<file path="config.mk">
export PLATFORM = sky130hd
export DESIGN_NAME = blkcpy_engine
export DESIGN_NICKNAME = d
export VERILOG_FILES = /design/src/rtl/blkcpy_pkg.sv /design/src/rtl/blkcpy_ptr_step.sv /design/src/rtl/blkcpy_flag_gen.sv /design/src/rtl/blkcpy_cycle_acc.sv /design/src/rtl/blkcpy_engine.sv
export SDC_FILE = /design/constraint.sdc
export NUM_CORES = 1
export LEC_CHECK = 0
export ABC_AREA = 1
export BUFFER_PORTS_ARGS = -buffer_cell sky130_fd_sc_hd__buf_2
export CELL_PAD_IN_SITES_DETAIL_PLACEMENT = 0
export CELL_PAD_IN_SITES_GLOBAL_PLACEMENT = 1
export CORE_ASPECT_RATIO = 0.9
export CORE_UTILIZATION = 35
export CTS_CLUSTER_SIZE = 28
export DETAILED_ROUTE_END_ITERATION = 10
export PLACE_DENSITY = 0.81
export SLEW_MARGIN = 20
export SYNTH_ARGS = -nofsm -noshare
export SYNTH_HDL_FRONTEND = slang
export SYNTH_HIERARCHICAL = 1
export SYNTH_SLANG_ARGS = --single-unit
</file>
<file path="constraint.sdc">
create_clock -name clk -period 5.72 [get_ports clk]
set_input_delay 0.572 -clock clk [delete_from_list [all_inputs] [get_ports clk]]
set_output_delay 0.572 -clock clk [all_outputs]
set_load 0.02 [all_outputs]
</file>
<file path="src/rtl/blkcpy_pkg.sv">
package blkcpy_pkg;
   typedef enum logic [1:0] {
      BC_IDLE  = 2'd0,
      BC_READ  = 2'd1,
      BC_WRITE = 2'd2
   } bc_state_e;

   localparam int FB_SIGN  = 7;
   localparam int FB_ZERO  = 6;
   localparam int FB_UND5  = 5;
   localparam int FB_HALF  = 4;
   localparam int FB_UND3  = 3;
   localparam int FB_PV    = 2;
   localparam int FB_SUB   = 1;
   localparam int FB_CARRY = 0;
endpackage

</file>
<file path="src/rtl/blkcpy_ptr_step.sv">
module blkcpy_ptr_step #(
   parameter int AW = 16
) (
   input  logic [AW-1:0] ptr,
   input  logic          dec,
   output logic [AW-1:0] nxt
);
   localparam logic [AW-1:0] ONE = AW'(1);

   generate
      if (AW < 2) begin : g_bad_aw
         $error("blkcpy_ptr_step: AW must be at least 2");
      end
   endgenerate

   always_comb begin
      if (dec) nxt = ptr - ONE;
      else     nxt = ptr + ONE;
   end
endmodule

</file>
<file path="src/rtl/blkcpy_flag_gen.sv">
module blkcpy_flag_gen
   import blkcpy_pkg::*;
#(
   parameter int DW = 8
) (
   input  logic [DW-1:0] f_in,
   input  logic [DW-1:0] data,
   input  logic [DW-1:0] acc,
   input  logic          more,
   output logic [DW-1:0] f_out
);
   logic [DW-1:0] sum;

   generate
      if (DW != 8) begin : g_bad_dw
         $error("blkcpy_flag_gen: flag layout needs DW of 8");
      end
   endgenerate

   assign sum = data + acc;

   always_comb begin
      f_out           = '0;
      f_out[FB_SIGN]  = f_in[FB_SIGN];
      f_out[FB_ZERO]  = f_in[FB_ZERO];
      f_out[FB_CARRY] = f_in[FB_CARRY];
      f_out[FB_UND3]  = sum[3];
      f_out[FB_UND5]  = sum[1];
      f_out[FB_PV]    = more;
   end
endmodule

</file>
<file path="src/rtl/blkcpy_cycle_acc.sv">
module blkcpy_cycle_acc #(
   parameter int CYC_W     = 32,
   parameter int STEP_COST = 16,
   parameter int REP_COST  = 5
) (
   input  logic             clk,
   input  logic             rst_n,
   input  logic             clr,
   input  logic             add_en,
   input  logic             extra,
   output logic [CYC_W-1:0] total
);
   localparam logic [CYC_W-1:0] BASE = CYC_W'(STEP_COST);
   localparam logic [CYC_W-1:0] PEN  = CYC_W'(REP_COST);

   logic [CYC_W-1:0] inc;

   generate
      if (CYC_W < 8) begin : g_bad_w
         $error("blkcpy_cycle_acc: CYC_W too narrow");
      end
      if (REP_COST == 0) begin : g_no_pen
         assign inc = BASE;
      end else begin : g_pen
         assign inc = extra ? (BASE + PEN) : BASE;
      end
   endgenerate

   always_ff @(posedge clk or negedge rst_n) begin
      if (!rst_n)      total <= '0;
      else if (clr)    total <= '0;
      else if (add_en) total <= total + inc;
   end


   step_floor_chk: assert property (@(posedge clk) disable iff (!rst_n)
      (add_en && !clr) |=> (total >= BASE));
endmodule

</file>
<file path="src/rtl/blkcpy_engine.sv">
module blkcpy_engine
   import blkcpy_pkg::*;
#(
   parameter int AW        = 16,
   parameter int DW        = 8,
   parameter int CW        = 16,
   parameter int CYC_W     = 32,
   parameter int STEP_COST = 16,
   parameter int REP_COST  = 5
) (
   input  logic             clk,
   input  logic             rst_n,
   input  logic             start,
   input  logic             rep_mode,
   input  logic             dec_mode,
   input  logic [AW-1:0]    src_in,
   input  logic [AW-1:0]    dst_in,
   input  logic [CW-1:0]    cnt_in,
   input  logic [DW-1:0]    acc_in,
   input  logic [DW-1:0]    flags_in,
   output logic             busy,
   output logic             done,
   output logic             mem_re,
   output logic             mem_we,
   output logic [AW-1:0]    mem_addr,
   output logic [DW-1:0]    mem_wdata,
   input  logic [DW-1:0]    mem_rdata,
   output logic [AW-1:0]    src_out,
   output logic [AW-1:0]    dst_out,
   output logic [CW-1:0]    cnt_out,
   output logic [DW-1:0]    flags_out,
   output logic [CYC_W-1:0] cycles_out
);
   localparam logic [CW-1:0] CNT_ONE = CW'(1);

   generate
      if (CW < 2) begin : g_bad_cw
         $error("blkcpy_engine: CW must be at least 2");
      end
      if (STEP_COST < 1) begin : g_bad_cost
         $error("blkcpy_engine: STEP_COST must be positive");
      end
   endgenerate

   bc_state_e     state_q;
   logic [AW-1:0] src_q, dst_q, src_nxt, dst_nxt;
   logic [CW-1:0] cnt_q, cnt_nxt;
   logic [DW-1:0] acc_q, fin_q, flg_q, flg_nxt;
   logic          rep_q, dec_q, done_q;
   logic          accept, stepping, more, last;

   assign accept   = start && (state_q == BC_IDLE);
   assign stepping = (state_q == BC_WRITE);
   assign cnt_nxt  = cnt_q - CNT_ONE;
   assign more     = (cnt_nxt != '0);
   assign last     = !rep_q || !more;

   blkcpy_ptr_step #(.AW(AW)) u_src_step (
      .ptr (src_q),
      .dec (dec_q),
      .nxt (src_nxt)
   );

   blkcpy_ptr_step #(.AW(AW)) u_dst_step (
      .ptr (dst_q),
      .dec (dec_q),
      .nxt (dst_nxt)
   );

   blkcpy_flag_gen #(.DW(DW)) u_flags (
      .f_in  (fin_q),
      .data  (mem_rdata),
      .acc   (acc_q),
      .more  (more),
      .f_out (flg_nxt)
   );

   blkcpy_cycle_acc #(
      .CYC_W     (CYC_W),
      .STEP_COST (STEP_COST),
      .REP_COST  (REP_COST)
   ) u_cycles (
      .clk    (clk),
      .rst_n  (rst_n),
      .clr    (accept),
      .add_en (stepping),
      .extra  (rep_q && !last),
      .total  (cycles_out)
   );

   always_ff @(posedge clk or negedge rst_n) begin
      if (!rst_n) begin
         state_q <= BC_IDLE;
         src_q   <= '0;
         dst_q   <= '0;
         cnt_q   <= '0;
         acc_q   <= '0;
         fin_q   <= '0;
         flg_q   <= '0;
         rep_q   <= 1'b0;
         dec_q   <= 1'b0;
         done_q  <= 1'b0;
      end else begin
         done_q <= 1'b0;
         unique case (state_q)
            BC_IDLE: begin
               if (start) begin
                  src_q   <= src_in;
                  dst_q   <= dst_in;
                  cnt_q   <= cnt_in;
                  acc_q   <= acc_in;
                  fin_q   <= flags_in;
                  rep_q   <= rep_mode;
                  dec_q   <= dec_mode;
                  state_q <= BC_READ;
               end
            end
            BC_READ: begin
               state_q <= BC_WRITE;
            end
            BC_WRITE: begin
               src_q <= src_nxt;
               dst_q <= dst_nxt;
               cnt_q <= cnt_nxt;
               flg_q <= flg_nxt;
               if (last) begin
                  state_q <= BC_IDLE;
                  done_q  <= 1'b1;
               end else begin
                  state_q <= BC_READ;
               end
            end
            default: state_q <= BC_IDLE;
         endcase
      end
   end

   assign busy      = (state_q != BC_IDLE);
   assign done      = done_q;
   assign mem_re    = (state_q == BC_READ);
   assign mem_we    = stepping;
   assign mem_addr  = (state_q == BC_READ) ? src_q : dst_q;
   assign mem_wdata = mem_rdata;
   assign src_out   = src_q;
   assign dst_out   = dst_q;
   assign cnt_out   = cnt_q;
   assign flags_out = flg_q;


   port_excl_chk: assert property (@(posedge clk) disable iff (!rst_n)
      !(mem_re && mem_we));


   read_then_write_chk: assert property (@(posedge clk) disable iff (!rst_n)
      mem_re |=> mem_we);


   inc_step_chk: assert property (@(posedge clk) disable iff (!rst_n)
      (mem_we && !dec_q) |=> (src_out == AW'($past(src_out) + 1'b1)));


   dec_step_chk: assert property (@(posedge clk) disable iff (!rst_n)
      (mem_we && dec_q) |=> (dst_out == AW'($past(dst_out) - 1'b1)));


   cnt_step_chk: assert property (@(posedge clk) disable iff (!rst_n)
      mem_we |=> (cnt_out == CW'($past(cnt_out) - 1'b1)));


   clr_bits_chk: assert property (@(posedge clk) disable iff (!rst_n)
      done |-> (!flags_out[FB_HALF] && !flags_out[FB_SUB]));


   pv_rule_chk: assert property (@(posedge clk) disable iff (!rst_n)
      done |-> (flags_out[FB_PV] == (cnt_out != '0)));


   single_cost_chk: assert property (@(posedge clk) disable iff (!rst_n)
      (done && !rep_q) |-> (cycles_out == CYC_W'(STEP_COST)));


   repeat_end_chk: assert property (@(posedge clk) disable iff (!rst_n)
      (done && rep_q) |-> (cnt_out == '0));


   done_pulse_chk: assert property (@(posedge clk) disable iff (!rst_n)
      done |=> !done);


   done_idle_chk: assert property (@(posedge clk) disable iff (!rst_n)
      done |-> !busy);


   hold_acc_chk: assert property (@(posedge clk) disable iff (!rst_n)
      (busy && $past(busy)) |-> $stable(acc_q));
endmodule

</file>
==> flow_metrics.env <==
export IMPL_outcome="complete, no violations"
export IMPL_drc=0
export IMPL_port_buffers=175
export IMPL_syn_inst=1178
export IMPL_drv_cap=0
export IMPL_setup_tns_ns=0
export IMPL_num_antenna_cells=0
export IMPL_finalMaxSlewViolations=0
export IMPL_fmaxAchievable_mhz=297
export IMPL_crit_type="reg2reg"
export IMPL_globalplace_congestion=0.870
export IMPL_cts_max_level=3
export IMPL_vdd_drop_max_v=0.000270
export IMPL_arrival_ns=3.65
export IMPL_startpoint_type="flop"
export IMPL_postCtsHoldBufs=0
export IMPL_die_w_microns=159
export IMPL_clock_latency_ns=0.35
export IMPL_power_leakage_nw=4.96
export IMPL_fin_skew_ns=0.00976
export IMPL_period_needed_ns=3.37
export IMPL_die_h_microns=143
export IMPL_via_per_inst=4.71
export IMPL_grt_overflow_total=0
export IMPL_dp_worst_setup_slack_ns=2.36
export IMPL_grt_use_total_pct=21.0
export IMPL_avgSynthCellArea_sq_um=6.56
export IMPL_max_slew_margin_pct=28.6
export IMPL_timing_final_ws_setup_ns=2.35
export IMPL_final_antenna_net_count=0
export IMPL_post_cts_buffers=0
export IMPL_path_clk_slew_ns=0.08
export IMPL_io_pins=193
export IMPL_first_pass_iters=5
export IMPL_path_max_fanout=32
export IMPL_die_area_sq_um=22700
export IMPL_syn2layout_area_growth_pct=17.5
export IMPL_wl_microns=22800
export IMPL_cts_buffers=9
export IMPL_cts_buffer_depth=2
export IMPL_final_layout_size_suffix_gt1_share_pct=20.2
export IMPL_drt_iter0_drc=453
export IMPL_end_kind="flop"
export IMPL_yosys_warnings=6
export IMPL_rows=51
export IMPL_coreArea_sq_um=21600
export IMPL_worstPathRequired_ns=6.00
export IMPL_post_dp_hpwl_microns=17300
export IMPL_vias=7632
export IMPL_worstHoldPathType="in2async"
export IMPL_power_density_nw_per_um2=620
export IMPL_fin_crit_sh_pct=58.9
export IMPL_hold_worst_slack_ns=0.258
export IMPL_synthesis_area_sq_um=7730
export IMPL_grt_pass1_wl_microns=37000
export IMPL_hold_viol=0
export IMPL_post_layout_nonfiller_instances=1620
export IMPL_fin_util_pct=42.0
export IMPL_antenna_found_initial=1
export IMPL_grt_pass1_vias=7193
export IMPL_ff_latch_area_sq_um=2500
export IMPL_cts_root_buf="clkbuf_16"
export IMPL_finalSetupViolCount=0
export IMPL_post_drt_wl_per_cell_microns=14.1
export IMPL_grt_max_degree=60
export IMPL_fillers=2345
export IMPL_rsz0062_at_grt="false"
export IMPL_post_cts_resized=0
export IMPL_dpl_cell_count=1605
export IMPL_nNetsFinal=1439
export IMPL_tightest_slew_ns=1.07
export IMPL_cts_tree="built"
export IMPL_multiInputGateArea_sq_um=4450
export IMPL_initial_core_util_pct=35.7
export IMPL_cts_sinks=100
==> sequential cells by signal, indices dropped and copies added, names as in the netlist, 2 cells and up <==
name / cells
src_out: 16
acc_q: 4
u_cycles/total: 32
flags_out: 8
cnt_out: 16
dst_out: 16
fin_q: 3
state_q: 2
==> cell type report <==
class / count / area share, %
Clock buffer: 9 / 2.48
Clock inverter: 6 / 1.03
Inverter: 142 / 5.87
Timing Repair Buffer: 180 / 10.1
Tap cell: 291 / 4.01
Multi-Input combinational cell: 892 / 49.0
Sequential cell: 100 / 27.6
==> worst paths after layout <==
check                                            endpoint  cells after the start                startpoint  slack, ns
min in group clk                     acc_q[1]$_DFFE_PN0P_                      3                 acc_in[1]       0.40
min                        u_cycles/total[24]$_DFFE_PN0P_                      1                     rst_n       0.26
max                        u_cycles/total[18]$_DFFE_PN0P_                     10    state_q[1]$_DFFE_PN0P_       2.35
max in group asynchronous          cnt_out[1]$_DFFE_PN0P_                      2                     rst_n       4.29
max reg2reg                u_cycles/total[18]$_DFFE_PN0P_                     10    state_q[1]$_DFFE_PN0P_       2.35
min reg2reg                      flags_out[4]$_DFFE_PN0P_                      2  flags_out[4]$_DFFE_PN0P_       0.48
==> metrics by stage <==
step	instance area, sq um	total power (W)
after floorplan	7730	0.00398
after global placement	8760	0.00492
after detailed placement	8760	0.00496
after CTS	9080	0.00567
after global routing	9080	0.00619
final	9080	0.00563
==> report_power, final <==
group / internal [W] / total, W / leakage (nW) / switching [W]
combinational: 0.00122 / 0.00365 / 3.53 / 0.00244
sequential: 0.000968 / 0.00129 / 1.27 / 0.000326
clock: 0.000386 / 0.000680 / 0.153 / 0.000294
total: 0.00257 / 0.00563 / 4.96 / 0.00305
==> cell usage in the layout (no fill, tap or decap), types with 4 or more instances in the layout <==
master / n
a21oi_1: 48
buf_2: 174
buf_4: 6
clkbuf_16: 9
dfrtp_1: 100
ha_1: 35
inv_1: 127
inv_2: 15
nand2_1: 400
nand2_2: 24
nand3_1: 47
nand3b_1: 4
nand4_1: 13
nor2_1: 162
nor2_2: 10
nor2_4: 9
nor3_1: 9
nor3_2: 6
o21ai_0: 30
o21ai_1: 5
o22ai_1: 11
o31ai_1: 32
or2_1: 4
xnor2_1: 6
xor2_1: 15
==> worst max-delay path, cell delays in order (launching register included) <==
cell and delay [ns]:
dfrtp_1 0.36, buf_4 0.19, nor2_1 0.29, nand2_2 0.23
inv_2 0.49, inv_1 0.64, nand2_2 0.40, nand4_1 0.27
o21ai_0 0.23, nand2_1 0.06, nor2_1 0.11
==> per-layer routing <==
layer	track usage (%)	vias to the layer above	wire length [microns]	part of all wire, %
met3	3.40	13	1140	5.0
li1	-	4006	-	-
met4	4.20	2	177	0.78
met1	30.6	3424	11700	51
met5	0	-	13	0.057
met2	32.6	187	9790	43
Power figures use the tool's default switching activity.
